[config.mk]
export PLATFORM = sky130hd
export DESIGN_NAME = srgc_gate_ctrl
export DESIGN_NICKNAME = d
export VERILOG_FILES = /design/src/rtl/srgc_pkg.sv /design/src/rtl/srgc_policy.sv /design/src/rtl/srgc_leg.sv /design/src/rtl/srgc_gate_ctrl.sv
export SDC_FILE = /design/constraint.sdc
export NUM_CORES = 1
export LEC_CHECK = 0
export BUFFER_PORTS_ARGS = -buffer_cell sky130_fd_sc_hd__buf_2
export CAP_MARGIN = 10
export CORE_MARGIN = 10
export CORE_UTILIZATION = 35
export CTS_CLUSTER_DIAMETER = 100
export DETAILED_ROUTE_END_ITERATION = 8
export PLACE_DENSITY_LB_ADDON = 0.3
export SYNTH_ARGS = -nofsm -noshare
export SYNTH_HDL_FRONTEND = slang
export SYNTH_SLANG_ARGS = --single-unit
export TNS_END_PERCENT = 1
[constraint.sdc]
create_clock -name clk -period 1.2 [get_ports clk]
set_clock_uncertainty 0.2 [all_clocks]
set_input_delay 0.12 -clock clk [delete_from_list [all_inputs] [get_ports clk]]
set_output_delay 0.12 -clock clk [all_outputs]
set_load 0.05 [all_outputs]
[src/rtl/srgc_pkg.sv]
package srgc_pkg;
   typedef enum logic [1:0] {
      PH_IDLE  = 2'd0,
      PH_DRIVE = 2'd1,
      PH_FAST  = 2'd2,
      PH_SLOW  = 2'd3
   } phase_e;

   typedef enum logic [1:0] {
      RM_ACTIVE  = 2'd0,
      RM_PASSIVE = 2'd1,
      RM_NONE    = 2'd2,
      RM_LOWONLY = 2'd3
   } rect_mode_e;

   typedef struct packed {
      logic hi;
      logic lo;
   } leg_t;
endpackage

[src/rtl/srgc_policy.sv]
module srgc_policy
   import srgc_pkg::*;
(
   input  logic       clk,
   input  logic       rst_n,
   input  phase_e     phase,
   input  logic       dir,
   input  rect_mode_e mode,
   input  logic       zero_det,
   input  logic       rev_lim,
   input  logic       force_off,
   output leg_t       tgt_a,
   output leg_t       tgt_b
);
   logic kill_q;
   logic kill_evt;
   logic in_decay;
   logic rect_ok;
   leg_t src;
   leg_t snk;

   assign in_decay = (phase == PH_FAST) || (phase == PH_SLOW);
   assign kill_evt = in_decay &&
                     (((mode == RM_ACTIVE)  && zero_det) ||
                      ((mode == RM_PASSIVE) && rev_lim));
   assign rect_ok  = ((mode == RM_ACTIVE) || (mode == RM_PASSIVE)) &&
                     !kill_q && !kill_evt;

   always_ff @(posedge clk) begin
      if (!rst_n || force_off || phase == PH_DRIVE) begin
         kill_q <= 1'b0;
      end else if (kill_evt) begin
         kill_q <= 1'b1;
      end
   end

   always_comb begin
      src = '0;
      snk = '0;
      unique case (phase)
         PH_DRIVE: begin
            src.hi = 1'b1;
            snk.lo = 1'b1;
         end
         PH_FAST: begin
            if (mode == RM_LOWONLY) begin
               src.lo = 1'b1;
            end else if (rect_ok) begin
               snk.hi = 1'b1;
               src.lo = 1'b1;
            end
         end
         PH_SLOW: begin
            if (mode == RM_LOWONLY) begin
               src.hi = 1'b1;
            end else begin
               snk.lo = 1'b1;
               src.lo = rect_ok;
            end
         end
         default: begin
            src = '0;
            snk = '0;
         end
      endcase
   end

   assign tgt_a = dir ? src : snk;
   assign tgt_b = dir ? snk : src;

   AST_KILL_HOLD: assert property (@(posedge clk) disable iff (!rst_n)
      (kill_q && phase != PH_DRIVE && !force_off) |=> kill_q);
endmodule

[src/rtl/srgc_leg.sv]
module srgc_leg
   import srgc_pkg::*;
#(
   parameter int DEAD_CYC = 2
)(
   input  logic clk,
   input  logic rst_n,
   input  logic force_off,
   input  leg_t tgt,
   output leg_t gate
);
   localparam int CW = (DEAD_CYC < 1) ? 1 : $clog2(DEAD_CYC + 1);
   localparam logic [CW-1:0] CMAX = CW'(DEAD_CYC);

   logic          hi_q, lo_q;
   logic          hi_g, lo_g;
   logic          hi_d, lo_d;
   logic          may_hi, may_lo;
   logic [CW-1:0] hi_off_q, lo_off_q;
   logic [CW-1:0] hi_off_d, lo_off_d;

   assign hi_g = hi_q & ~force_off;
   assign lo_g = lo_q & ~force_off;

   assign hi_off_d = hi_g ? '0 : ((hi_off_q == CMAX) ? CMAX : hi_off_q + CW'(1));
   assign lo_off_d = lo_g ? '0 : ((lo_off_q == CMAX) ? CMAX : lo_off_q + CW'(1));

   assign may_lo = ~hi_g && (hi_off_d == CMAX);
   assign may_hi = ~lo_g && (lo_off_d == CMAX);

   assign hi_d = ~force_off & tgt.hi & ~tgt.lo & (hi_q | may_hi);
   assign lo_d = ~force_off & tgt.lo & ~tgt.hi & (lo_q | may_lo);

   always_ff @(posedge clk) begin
      if (!rst_n) begin
         hi_q     <= 1'b0;
         lo_q     <= 1'b0;
         hi_off_q <= CMAX;
         lo_off_q <= CMAX;
      end else begin
         hi_q     <= hi_d;
         lo_q     <= lo_d;
         hi_off_q <= hi_off_d;
         lo_off_q <= lo_off_d;
      end
   end

   assign gate.hi = hi_g;
   assign gate.lo = lo_g;

   AST_LEG_EXCL: assert property (@(posedge clk) disable iff (!rst_n)
      !(hi_g && lo_g));
   AST_DEAD_HI: assert property (@(posedge clk) disable iff (!rst_n)
      $rose(hi_g) |-> $past(!lo_g));
   AST_DEAD_LO: assert property (@(posedge clk) disable iff (!rst_n)
      $rose(lo_g) |-> $past(!hi_g));
   AST_FORCE_CLR: assert property (@(posedge clk) disable iff (!rst_n)
      force_off |=> (!hi_q && !lo_q));
endmodule

[src/rtl/srgc_gate_ctrl.sv]
module srgc_gate_ctrl
   import srgc_pkg::*;
#(
   parameter int DEAD_CYC = 2
)(
   input  logic       clk,
   input  logic       rst_n,
   input  logic [1:0] phase_i,
   input  logic       dir_i,
   input  logic [1:0] mode_i,
   input  logic       zero_det_i,
   input  logic       rev_lim_i,
   input  logic       sleep_i,
   input  logic       fault_i,
   output logic       gate_ah_o,
   output logic       gate_al_o,
   output logic       gate_bh_o,
   output logic       gate_bl_o
);
   localparam int N_LEGS = 2;

   if (DEAD_CYC < 1) begin : g_bad_dead
      $error("srgc_gate_ctrl: DEAD_CYC must be at least 1");
   end

   logic force_off;
   leg_t tgt_a, tgt_b;
   leg_t tgt_arr [N_LEGS];
   leg_t gate_arr [N_LEGS];

   assign force_off = sleep_i | fault_i;

   srgc_policy i_policy (
      .clk       (clk),
      .rst_n     (rst_n),
      .phase     (phase_e'(phase_i)),
      .dir       (dir_i),
      .mode      (rect_mode_e'(mode_i)),
      .zero_det  (zero_det_i),
      .rev_lim   (rev_lim_i),
      .force_off (force_off),
      .tgt_a     (tgt_a),
      .tgt_b     (tgt_b)
   );

   assign tgt_arr[0] = tgt_a;
   assign tgt_arr[1] = tgt_b;

   for (genvar gi = 0; gi < N_LEGS; gi++) begin : g_leg
      srgc_leg #(.DEAD_CYC(DEAD_CYC)) i_leg (
         .clk       (clk),
         .rst_n     (rst_n),
         .force_off (force_off),
         .tgt       (tgt_arr[gi]),
         .gate      (gate_arr[gi])
      );
   end

   assign gate_ah_o = gate_arr[0].hi;
   assign gate_al_o = gate_arr[0].lo;
   assign gate_bh_o = gate_arr[1].hi;
   assign gate_bl_o = gate_arr[1].lo;

   AST_LSO_NO_HIGH: assert property (@(posedge clk) disable iff (!rst_n)
      (mode_i == 2'd3 && $past(mode_i) == 2'd3 &&
       phase_i == 2'd2 && $past(phase_i) == 2'd2)
      |-> (!gate_ah_o && !gate_bh_o));
   AST_FORCE_LOW: assert property (@(posedge clk) disable iff (!rst_n)
      (sleep_i || fault_i) |=> ($past(sleep_i || fault_i) && (sleep_i || fault_i))
      |-> !(gate_ah_o || gate_al_o || gate_bh_o || gate_bl_o));
endmodule

==> metrics.txt <==
status complete, but fails checks; failing checks negative hold slack, negative setup slack; CTS clock-pin slew for the worst setup and hold paths 0.09 ns; placer congestion estimate 0.842; Max Clock Freq 817 MHz; Power Density 859 nW/um^2; Core Region 1730 um^2; most frequent cells in the layout nand2_1, buf_2, inv_1; Avg Cell Area, Syn 7.81 um^2; Ys Warns 0; Via-to-Cell Ratio 4.71; RSZ-0062 raised after global routing yes; largest net degree at the start of global routing 9; Reg2Reg Setup Slack 0.01 ns; clk buf depth 2; DR vias 645; Ports 15; reg2reg end g_leg[1].i_leg.lo_q; FILL cells 158; Peak VDD IR 0.434 mV; P&R area growth vs syn 55.1%; final hold slack -0.0141 ns; sequential share of the synthesized area 40.6%; Tightest Pin Transition 0.252 ns; final worst setup slack -0.0235 ns; top cell type's share of synthesized area 40.6%; kind of critical path flop to output port; Final min period 1.22 ns; flops & latches, synth 13; Worst Hold Path EP g_leg[0].i_leg.hi_q; gr ovfl total 0; Die W 62.8 um; ANT cells 0; first-pass GRT wire length 2750 um; Initial Util 37.1%; vias in the first global route 681; R2R Path Start g_leg[1].i_leg.hi_off_q[1]; WP data arrival 0.90 ns; largest area contributor in the netlist dfxtp_1; dpl cells 126; commonest non-fill, non-tap cell in the layout nand2_1; number of DRC markers in iteration 0 11; CTS Buf Count 3; # nets final 128; Pre-antenna DRT Iters 4; Final Hold Vio Count 1; clock sinks 13; root buffer cell clkbuf_4; H-tree depth 1; Data required, critical path 0.88 ns; Setup Total Neg Slack -0.0412 ns; fin crit share 102%; CP startpoint kind flop; Final Slew Violations 0; Max-Cap Viols 0; net count after synthesis 97; Buffers on Ports 14; r2r worst-path depth 4; Post-route DRC 0; Final Util 57.5%; Clk Latency, worst-skew pair 0.28 ns; cell count after synthesis 82; CTS tree built; unique cell type count in the Yosys netlist 21; Layout Cells excl Fill 137; # rows 15; leakage 0.000491 uW; Crit Path Max Fanout 4; Final ANT Viol Nets 0; share of post-route cells with drive strength above 1 47.3%; post-DR wirelength/cell 11.1 um; CP endpoint kind output port; final setup violating endpoints 3; Routed WL 1520 um; post-DP HPWL 1100 um; All-Layer GR Usage 8.34%; Die Y 62.8 um; Hold Crit Class input pin to flop; Cells on Worst Hold Path 4; antenna violations before repair 0; hold_sp dir_i; Slew Limit Headroom 83.2%; Synth area leaders dfxtp_1, nand2_1, inv_1, ha_1, and3_1; mapped cell area 641 um^2; die footprint 3940 um^2
## layer usage
| metal | wire, um | global-route usage (%) | part of all wire (%) |
|---|---|---|---|
| met1 | 683 | 8.38 | 45 |
| met2 | 756 | 14.6 | 50 |
| met3 | 59 | 3.05 | 3.9 |
| met4 | 17 | 4.47 | 1.1 |
| met5 | 0 | 0 | 0 |
## sequential cells by signal (all words and copies together), names as in the netlist
signal / flops
g_leg.i_leg.lo_off_q: 4
g_leg.i_leg.hi_off_q: 4
g_leg.i_leg.hi_q: 2
g_leg.i_leg.lo_q: 2
i_policy.kill_q: 1
## final cells by class
cell class | instances | area [um^2] | share of cell area [%]
Clock buffer | 3 | 22.5 | 2.27
Clock inverter | 1 | 5.00 | 0.504
Inverter | 15 | 56.3 | 5.67
Multi-Input combinational cell | 54 | 397 | 39.9
Sequential cell | 13 | 272 | 27.3
Tap cell | 25 | 31.3 | 3.15
Timing Repair Buffer | 26 | 210 | 21.2
## stage by stage
| stage | cell area (um^2) | worst slack [ns] | hold WS [ns] | total power [uW] |
|---|---|---|---|---|
| 2_1_floorplan | 656 | -0.000150 | -0.0181 | 510 |
| 3_3_place_gp | 795 | -0.157 | 0.169 | 558 |
| 3_5_place_dp | 795 | -0.179 | 0.172 | 561 |
| 4_1_cts | 948 | -0.00875 | -0.0181 | 850 |
| 5_1_grt | 993 | -0.0765 | 0.00305 | 898 |
| 6_report | 993 | -0.0235 | -0.0141 | 853 |
## Yosys cell counts (all sizes together)
library cell / number
nand2: 16
inv: 15
dfxtp: 13
nor2: 5
and3: 4
ha: 4
a21oi: 3
nand3: 3
nor3: 3
o21ai: 3
a211oi: 2
a22oi: 2
a31oi: 2
nor2b: 2
a311oi: 1
mux2: 1
nand2b: 1
nor4: 1
or2b: 1
## how the worst max path moves through the flow
| stage | slack, ns | cells after the start | start | endpoint |
|---|---|---|---|---|
| floorplan | -0.0001 | 4 | mode_i[0] | g_leg[0].i_leg.lo_q |
| global placement | -0.16 | 5 | mode_i[0] | g_leg[1].i_leg.lo_q |
| detailed placement | -0.18 | 5 | mode_i[0] | g_leg[0].i_leg.lo_q |
| CTS | -0.009 | 3 | g_leg[1].i_leg.lo_q | gate_bl_o |
| global route | -0.08 | 4 | g_leg[1].i_leg.hi_off_q[0] | g_leg[1].i_leg.lo_q |
| finish | -0.02 | 3 | g_leg[1].i_leg.lo_q | gate_bl_o |
## critical path, cell delays in order (launching register included)
cell and delay, ns:
dfxtp_2 0.36, nand2_4 0.06, inv_2 0.06, buf_8 0.14
## power by group
| group | leakage (uW) | internal, uW | switching (uW) |
|---|---|---|---|
| registers | 0.000108 | 437 | 4.38 |
| clock network | 0.0000177 | 124 | 154 |
| logic | 0.000365 | 67.2 | 66.7 |
| total | 0.000491 | 628 | 225 |
## cell families after synthesis
group,count (synthesis),synth area share [%]
compound gates,13,12.7
fa+ha+maj,4,7.81
buf+inv,15,8.79
mux,1,2.34
simple gates,36,27.7
flops,13,40.6
## what timing repair did
action | in CTS | in global routing
setup buffers | 3 | 0
hold endpoints to repair | 7 | 0
pin swaps | 5 | 5
hold buffers | 4 | 0
resized for setup | 27 | 12
endpoints found under the setup margin | 7 | 8
(Power assumes the default switching activity.)
